## src/rtl/dual_reg_xcvr_pkg.sv

```systemverilog
package dual_reg_xcvr_pkg;

  typedef enum logic [2:0] {
    XM_ISOLATE = 3'd0,
    XM_A_TO_B  = 3'd1,
    XM_B_TO_A  = 3'd2,
    XM_ECHO    = 3'd3,
    XM_BOTH    = 3'd4
  } xcvr_mode_e;

  // Classifies the drive configuration; echo is the only cyclic one.
  function automatic xcvr_mode_e classify(input logic b_drv, input logic a_drv,
                                          input logic b_sel, input logic a_sel);
    if (!a_drv && !b_drv)      return XM_ISOLATE;
    if (!a_drv)                return XM_A_TO_B;
    if (!b_drv)                return XM_B_TO_A;
    if (!a_sel && !b_sel)      return XM_ECHO;
    return XM_BOTH;
  endfunction

endpackage

```

## src/rtl/xcvr_store_reg.sv

```systemverilog
module xcvr_store_reg #(
  parameter int  W         = 8,
  parameter bit  HAS_RESET = 1'b1
) (
  input  logic         clk,
  input  logic         rst_n,
  input  logic         load_i,
  input  logic [W-1:0] d_i,
  output logic [W-1:0] q_o
);

  generate
    if (HAS_RESET) begin : g_rst
      always_ff @(posedge clk) begin
        if (!rst_n)      q_o <= '0;
        else if (load_i) q_o <= d_i;
      end
    end else begin : g_norst
      always_ff @(posedge clk) begin
        if (load_i) q_o <= d_i;
      end
    end
  endgenerate

endmodule

```

## src/rtl/xcvr_port_mux.sv

```systemverilog
module xcvr_port_mux #(
  parameter int W = 8
) (
  input  logic         echo_i,
  input  logic [W-1:0] keep_i,
  input  logic         drv_i,
  input  logic         sel_stored_i,
  input  logic [W-1:0] far_reg_i,
  input  logic         far_drv_i,
  input  logic [W-1:0] near_reg_i,
  input  logic [W-1:0] pad_i,
  input  logic [W-1:0] far_pad_i,
  output logic [W-1:0] bus_o,
  output logic [W-1:0] pad_o,
  output logic [W-1:0] pad_oe_o
);

  // Value of the opposite bus when this port drives it live. Outside echo,
  // a driving far side must be in stored mode and so shows this side's register.
  function automatic logic [W-1:0] far_live(input logic fdrv,
                                            input logic [W-1:0] nreg,
                                            input logic [W-1:0] fpad);
    return fdrv ? nreg : fpad;
  endfunction

  logic [W-1:0] drive_val;

  always_comb begin
    if (echo_i)            drive_val = keep_i;
    else if (sel_stored_i) drive_val = far_reg_i;
    else                   drive_val = far_live(far_drv_i, near_reg_i, far_pad_i);
  end

  assign bus_o    = drv_i ? drive_val : pad_i;
  assign pad_o    = drv_i ? drive_val : '0;
  assign pad_oe_o = {W{drv_i}};

endmodule

```

## src/rtl/dual_reg_xcvr.sv

```systemverilog
module dual_reg_xcvr
  import dual_reg_xcvr_pkg::*;
#(
  parameter int W         = 8,
  parameter bit HAS_RESET = 1'b1
) (
  input  logic         clk,
  input  logic         rst_n,
  input  logic [W-1:0] a_pad_i,
  output logic [W-1:0] a_pad_o,
  output logic [W-1:0] a_pad_oe,
  input  logic [W-1:0] b_pad_i,
  output logic [W-1:0] b_pad_o,
  output logic [W-1:0] b_pad_oe,
  input  logic         a_cap_i,
  input  logic         b_cap_i,
  input  logic         b_drive_en_i,
  input  logic         a_drive_n_i,
  input  logic         b_sel_stored_i,
  input  logic         a_sel_stored_i
);

  logic         a_drv, b_drv;
  xcvr_mode_e   mode;
  logic         echo_mode;
  logic [W-1:0] reg_a, reg_b, keep_q;
  logic [W-1:0] a_bus, b_bus;
  logic         a_load, b_load;

  assign a_drv     = ~a_drive_n_i;
  assign b_drv     = b_drive_en_i;
  assign mode      = classify(b_drv, a_drv, b_sel_stored_i, a_sel_stored_i);
  assign echo_mode = (mode == XM_ECHO);
  assign a_load    = a_cap_i;
  assign b_load    = b_cap_i;

  xcvr_port_mux #(.W(W)) u_mux_a (
    .echo_i      (echo_mode),
    .keep_i      (keep_q),
    .drv_i       (a_drv),
    .sel_stored_i(a_sel_stored_i),
    .far_reg_i   (reg_b),
    .far_drv_i   (b_drv),
    .near_reg_i  (reg_a),
    .pad_i       (a_pad_i),
    .far_pad_i   (b_pad_i),
    .bus_o       (a_bus),
    .pad_o       (a_pad_o),
    .pad_oe_o    (a_pad_oe)
  );

  xcvr_port_mux #(.W(W)) u_mux_b (
    .echo_i      (echo_mode),
    .keep_i      (keep_q),
    .drv_i       (b_drv),
    .sel_stored_i(b_sel_stored_i),
    .far_reg_i   (reg_a),
    .far_drv_i   (a_drv),
    .near_reg_i  (reg_b),
    .pad_i       (b_pad_i),
    .far_pad_i   (a_pad_i),
    .bus_o       (b_bus),
    .pad_o       (b_pad_o),
    .pad_oe_o    (b_pad_oe)
  );

  xcvr_store_reg #(.W(W), .HAS_RESET(HAS_RESET)) u_reg_a (
    .clk(clk), .rst_n(rst_n), .load_i(a_load), .d_i(a_bus), .q_o(reg_a)
  );

  xcvr_store_reg #(.W(W), .HAS_RESET(HAS_RESET)) u_reg_b (
    .clk(clk), .rst_n(rst_n), .load_i(b_load), .d_i(b_bus), .q_o(reg_b)
  );

  // Keeper: follows the A bus outside echo and freezes inside it.
  xcvr_store_reg #(.W(W), .HAS_RESET(HAS_RESET)) u_keep (
    .clk(clk), .rst_n(rst_n), .load_i(~echo_mode), .d_i(a_bus), .q_o(keep_q)
  );

endmodule

```

## config.mk

```make
export PLATFORM = sky130hd
export DESIGN_NAME = dual_reg_xcvr
export DESIGN_NICKNAME = d
export VERILOG_FILES = /design/src/rtl/dual_reg_xcvr_pkg.sv /design/src/rtl/xcvr_store_reg.sv /design/src/rtl/xcvr_port_mux.sv /design/src/rtl/dual_reg_xcvr.sv
export SDC_FILE = /design/constraint.sdc
export NUM_CORES = 1
export LEC_CHECK = 0
export ABC_AREA = 1
export CAP_MARGIN = 20
export CORE_MARGIN = 1.5
export CORE_UTILIZATION = 42
export CTS_CLUSTER_SIZE = 14
export DETAILED_ROUTE_END_ITERATION = 6
export PLACE_DENSITY_LB_ADDON = 0.25
export SYNTH_ARGS = -nofsm -noshare
export SYNTH_HDL_FRONTEND = slang
export SYNTH_SLANG_ARGS = --single-unit
```

## constraint.sdc

```tcl
create_clock -name clk -period 2.15 [get_ports clk]
set_clock_uncertainty 0.05 [all_clocks]
set_input_delay 0.3225 -clock clk [delete_from_list [all_inputs] [get_ports clk]]
set_output_delay 0.3225 -clock clk [all_outputs]
set_load 0.1 [all_outputs]
```

==> results.py <==
metrics = {
    "logic_synthesis": {
        "yosysTopAreaCell": "dfxtp_1",
        "syn_nets": 301,
        "synth_flop_cell": "dfxtp_1",
        "synthArstFlopShare": 0,
        "yosysSeqAreaShare": 0.284,
        "syn_inst": 277,
        "avgSynthCellArea_sq_um": 6.11,
        "synth-seq-cells": 24,
        "synthTopCellsByCount": "86 x nand2_1, 46 x nand3_1, 27 x inv_1",
        "synth_top_area_share": 0.284,
        "synth.most_common_cell": "nand2_1",
        "yosys_warnings": 0,
        "synth.cell_area_sq_um": 1690,
        "synth_edf_count": 0,
        "synth.distinct_cells": 17,
        "synth_area_leaders": "dfxtp_1 28%, nand2_1 19%, nand3_1 14%, buf_4 8.0%, a21oi_1 7.1%",
    },
    "placed_design": {
        "dp_slack_ps": -71.9,
        "postPlaceCellArea_sq_um": 2590,
        "portBuffers": 55,
        "dpl.hpwl_mm": 3.60,
        "dp_cells": 372,
        "gp_congestion": 0.869,
    },
    "clocking": {
        "clockBufferDepth": 2,
        "cts_tree": "built",
        "clk_latency_ps": 270,
        "cts_hold_buffers": 0,
        "cts_root_buf": "clkbuf_8",
        "cts_made_buffers": 3,
        "numClockSinks": 24,
        "htree_levels": 1,
        "clk_pin_slew_ps": 90,
    },
    "routing": {
        "drt-initial-drc-count": 187,
        "viasPerCell": 5.16,
        "wl_per_cell_um": 13.2,
        "num_vias": 1956,
        "route.antenna.remaining_nets": 0,
        "drc_errors": 0,
        "drt_pre_antenna_iters": 5,
        "wl_mm": 5.01,
    },
    "setup_path": {
        "critPathArrivalTime_ps": 1630,
        "cp-start-kind": "input port",
        "reg2reg_depth": 8,
        "critPathKind": "input port to primary output",
        "crit_path_end_kind": "primary output",
        "crit_required_ps": 1780,
        "r2r_end": "u_reg_a.q_o[5]",
        "reg2reg_from": "u_reg_b.q_o[5]",
        "worstPathMaxFanout": 16,
        "r2r_slack_ps": 850,
    },
    "sta": {
        "rsz0062_at_grt": "false",
        "whs_ps": 507,
        "fin_crit_ps": 2000,
        "min_period_over_period": 0.931,
        "fin_ws_ps": 149,
        "final_max_slew_viol_count": 0,
        "finalHoldViolCount": 0,
        "finalSetupViolations": 0,
        "clock.fmax_mhz": 500,
        "maxSlewHeadroom": 0.609,
        "worst_pin_slew_ps": 585,
    },
    "global_route": {
        "grt_use_total": 0.225,
        "gr-usage-met1": 0.291,
        "antenna_found_initial": 0,
        "grt_pass1_wl_mm": 7.68,
        "use_met2": 0.384,
        "grt_max_degree": 17,
        "grt_overflow": 0,
        "grt_use_met3": 0.0439,
        "grt_pass1_vias": 1698,
        "grt-busiest-layer": "met2",
    },
    "final_layout": {
        "finalInstanceArea_sq_um": 2790,
        "final_nets": 356,
        "fill_cells": 262,
        "n_antenna_cell": 0,
        "instances_no_fill": 379,
        "utilization": 0.739,
        "syn2layout_area_growth_pct": 64.5,
        "drive_above_1_share": 0.293,
    },
    "floorplan": {
        "initial_core_util": 0.449,
        "top_level_ports": 56,
        "fp.dieW_um": 66.5,
        "chipHeight_um": 66.5,
        "num_rows": 22,
        "coreArea_sq_um": 3770,
        "dieArea_sq_um": 4420,
    },
    "hold_path": {
        "worstHoldStart": "u_reg_b.q_o[7]",
        "hold_path_depth": 2,
        "hold_path_class": "flop to flop",
        "hold_path_end": "u_reg_b.q_o[7]",
    },
    "job": {
        "maxCapViolCount": 0,
    },
    "power": {
        "vdd_drop_max_v": 0.000376,
        "p_leak_nw": 1.42,
        "powerDensity_nw_per_um2": 599,
    },
    "run_status": {
        "status": "finished clean",
    },
}
-- sequential cells by signal, summed over array words and instances (netlist names) --
name,flops
u_reg_a.q_o,8
u_reg_b.q_o,8
u_keep.q_o,8
-- per-layer routing --
layer,wire length [um],vias to the layer above
met5,0,-
met1,2160,872
met4,35,0
li1,-,969
met3,419,9
met2,2400,106
-- power breakdown --
group | switching [W] | total (W) | internal, W
Clock | 0.000159 | 0.000408 | 0.000249
Combinational | 0.000481 | 0.000760 | 0.000279
Sequential | 0.0000226 | 0.000500 | 0.000477
-- area by class of cell --
cell class                      count  area (sq um)  area share
Timing Repair Buffer               78          1070       0.386
Multi-Input combinational cell    195           980       0.352
Sequential cell                    24           480       0.173
Inverter                           30           119      0.0427
Tap cell                           48          60.1      0.0216
Clock buffer                        3          41.3      0.0148
Clock inverter                      1          30.0      0.0108
-- cells by family after synthesis --
| group | Yosys count | share of synthesized area |
|---|---|---|
| and+or+nand+nor | 163 | 0.438 |
| buffers and inverters | 58 | 0.183 |
| AOI/OAI and AO/OA | 32 | 0.0946 |
| DFF | 24 | 0.284 |
-- through the flow --
step | total power, W | TNS (ps)
CTS | 0.00164 | 0
detailed placement | 0.00123 | -600
global placement | 0.00123 | -381
floorplan | 0.000968 | 0
global route | 0.00173 | 0
finish | 0.00167 | 0
-- worst max-delay path, cell delays in order --
cell	delay (ps)
dlygate4sd2_1	310
inv_2	210
or2_0	200
nand3_1	140
nand2_1	110
nand2_2	60
inv_1	90
buf_12	180
-- worst max-delay path by stage --
| stage | to | start | cells past startpoint |
|---|---|---|---|
| 6_report | a_pad_o[5] | a_sel_stored_i | 8 |
| 5_1_grt | a_pad_o[5] | b_drive_en_i | 9 |
| 4_1_cts | b_pad_o[5] | b_sel_stored_i | 11 |
| 3_5_place_dp | a_pad_o[4] | a_sel_stored_i | 8 |
| 3_3_place_gp | a_pad_o[4] | a_sel_stored_i | 8 |
| 2_1_floorplan | a_pad_o[5] | b_drive_en_i | 9 |
-- cells in the final DEF (no fill, tap or decap), drive strengths merged, types with 3 or more instances in the layout --
cell type and count:
nor2 18, a21oi 24, dlygate4sd2 3, nand2 89
nand3 48, o21ai 8, clkdlybuf4s50 19, dfxtp 24
buf 55, or2 8, clkbuf 3, inv 29
-- timing repair --
item | in CTS | in global routing
resized for setup | 6 | 32
endpoints found under the hold margin | 0 | 0
buffers inserted | 0 | 3
pin swaps | 0 | 6
setup endpoints to repair | 16 | 16
(Power assumes the default switching activity.)
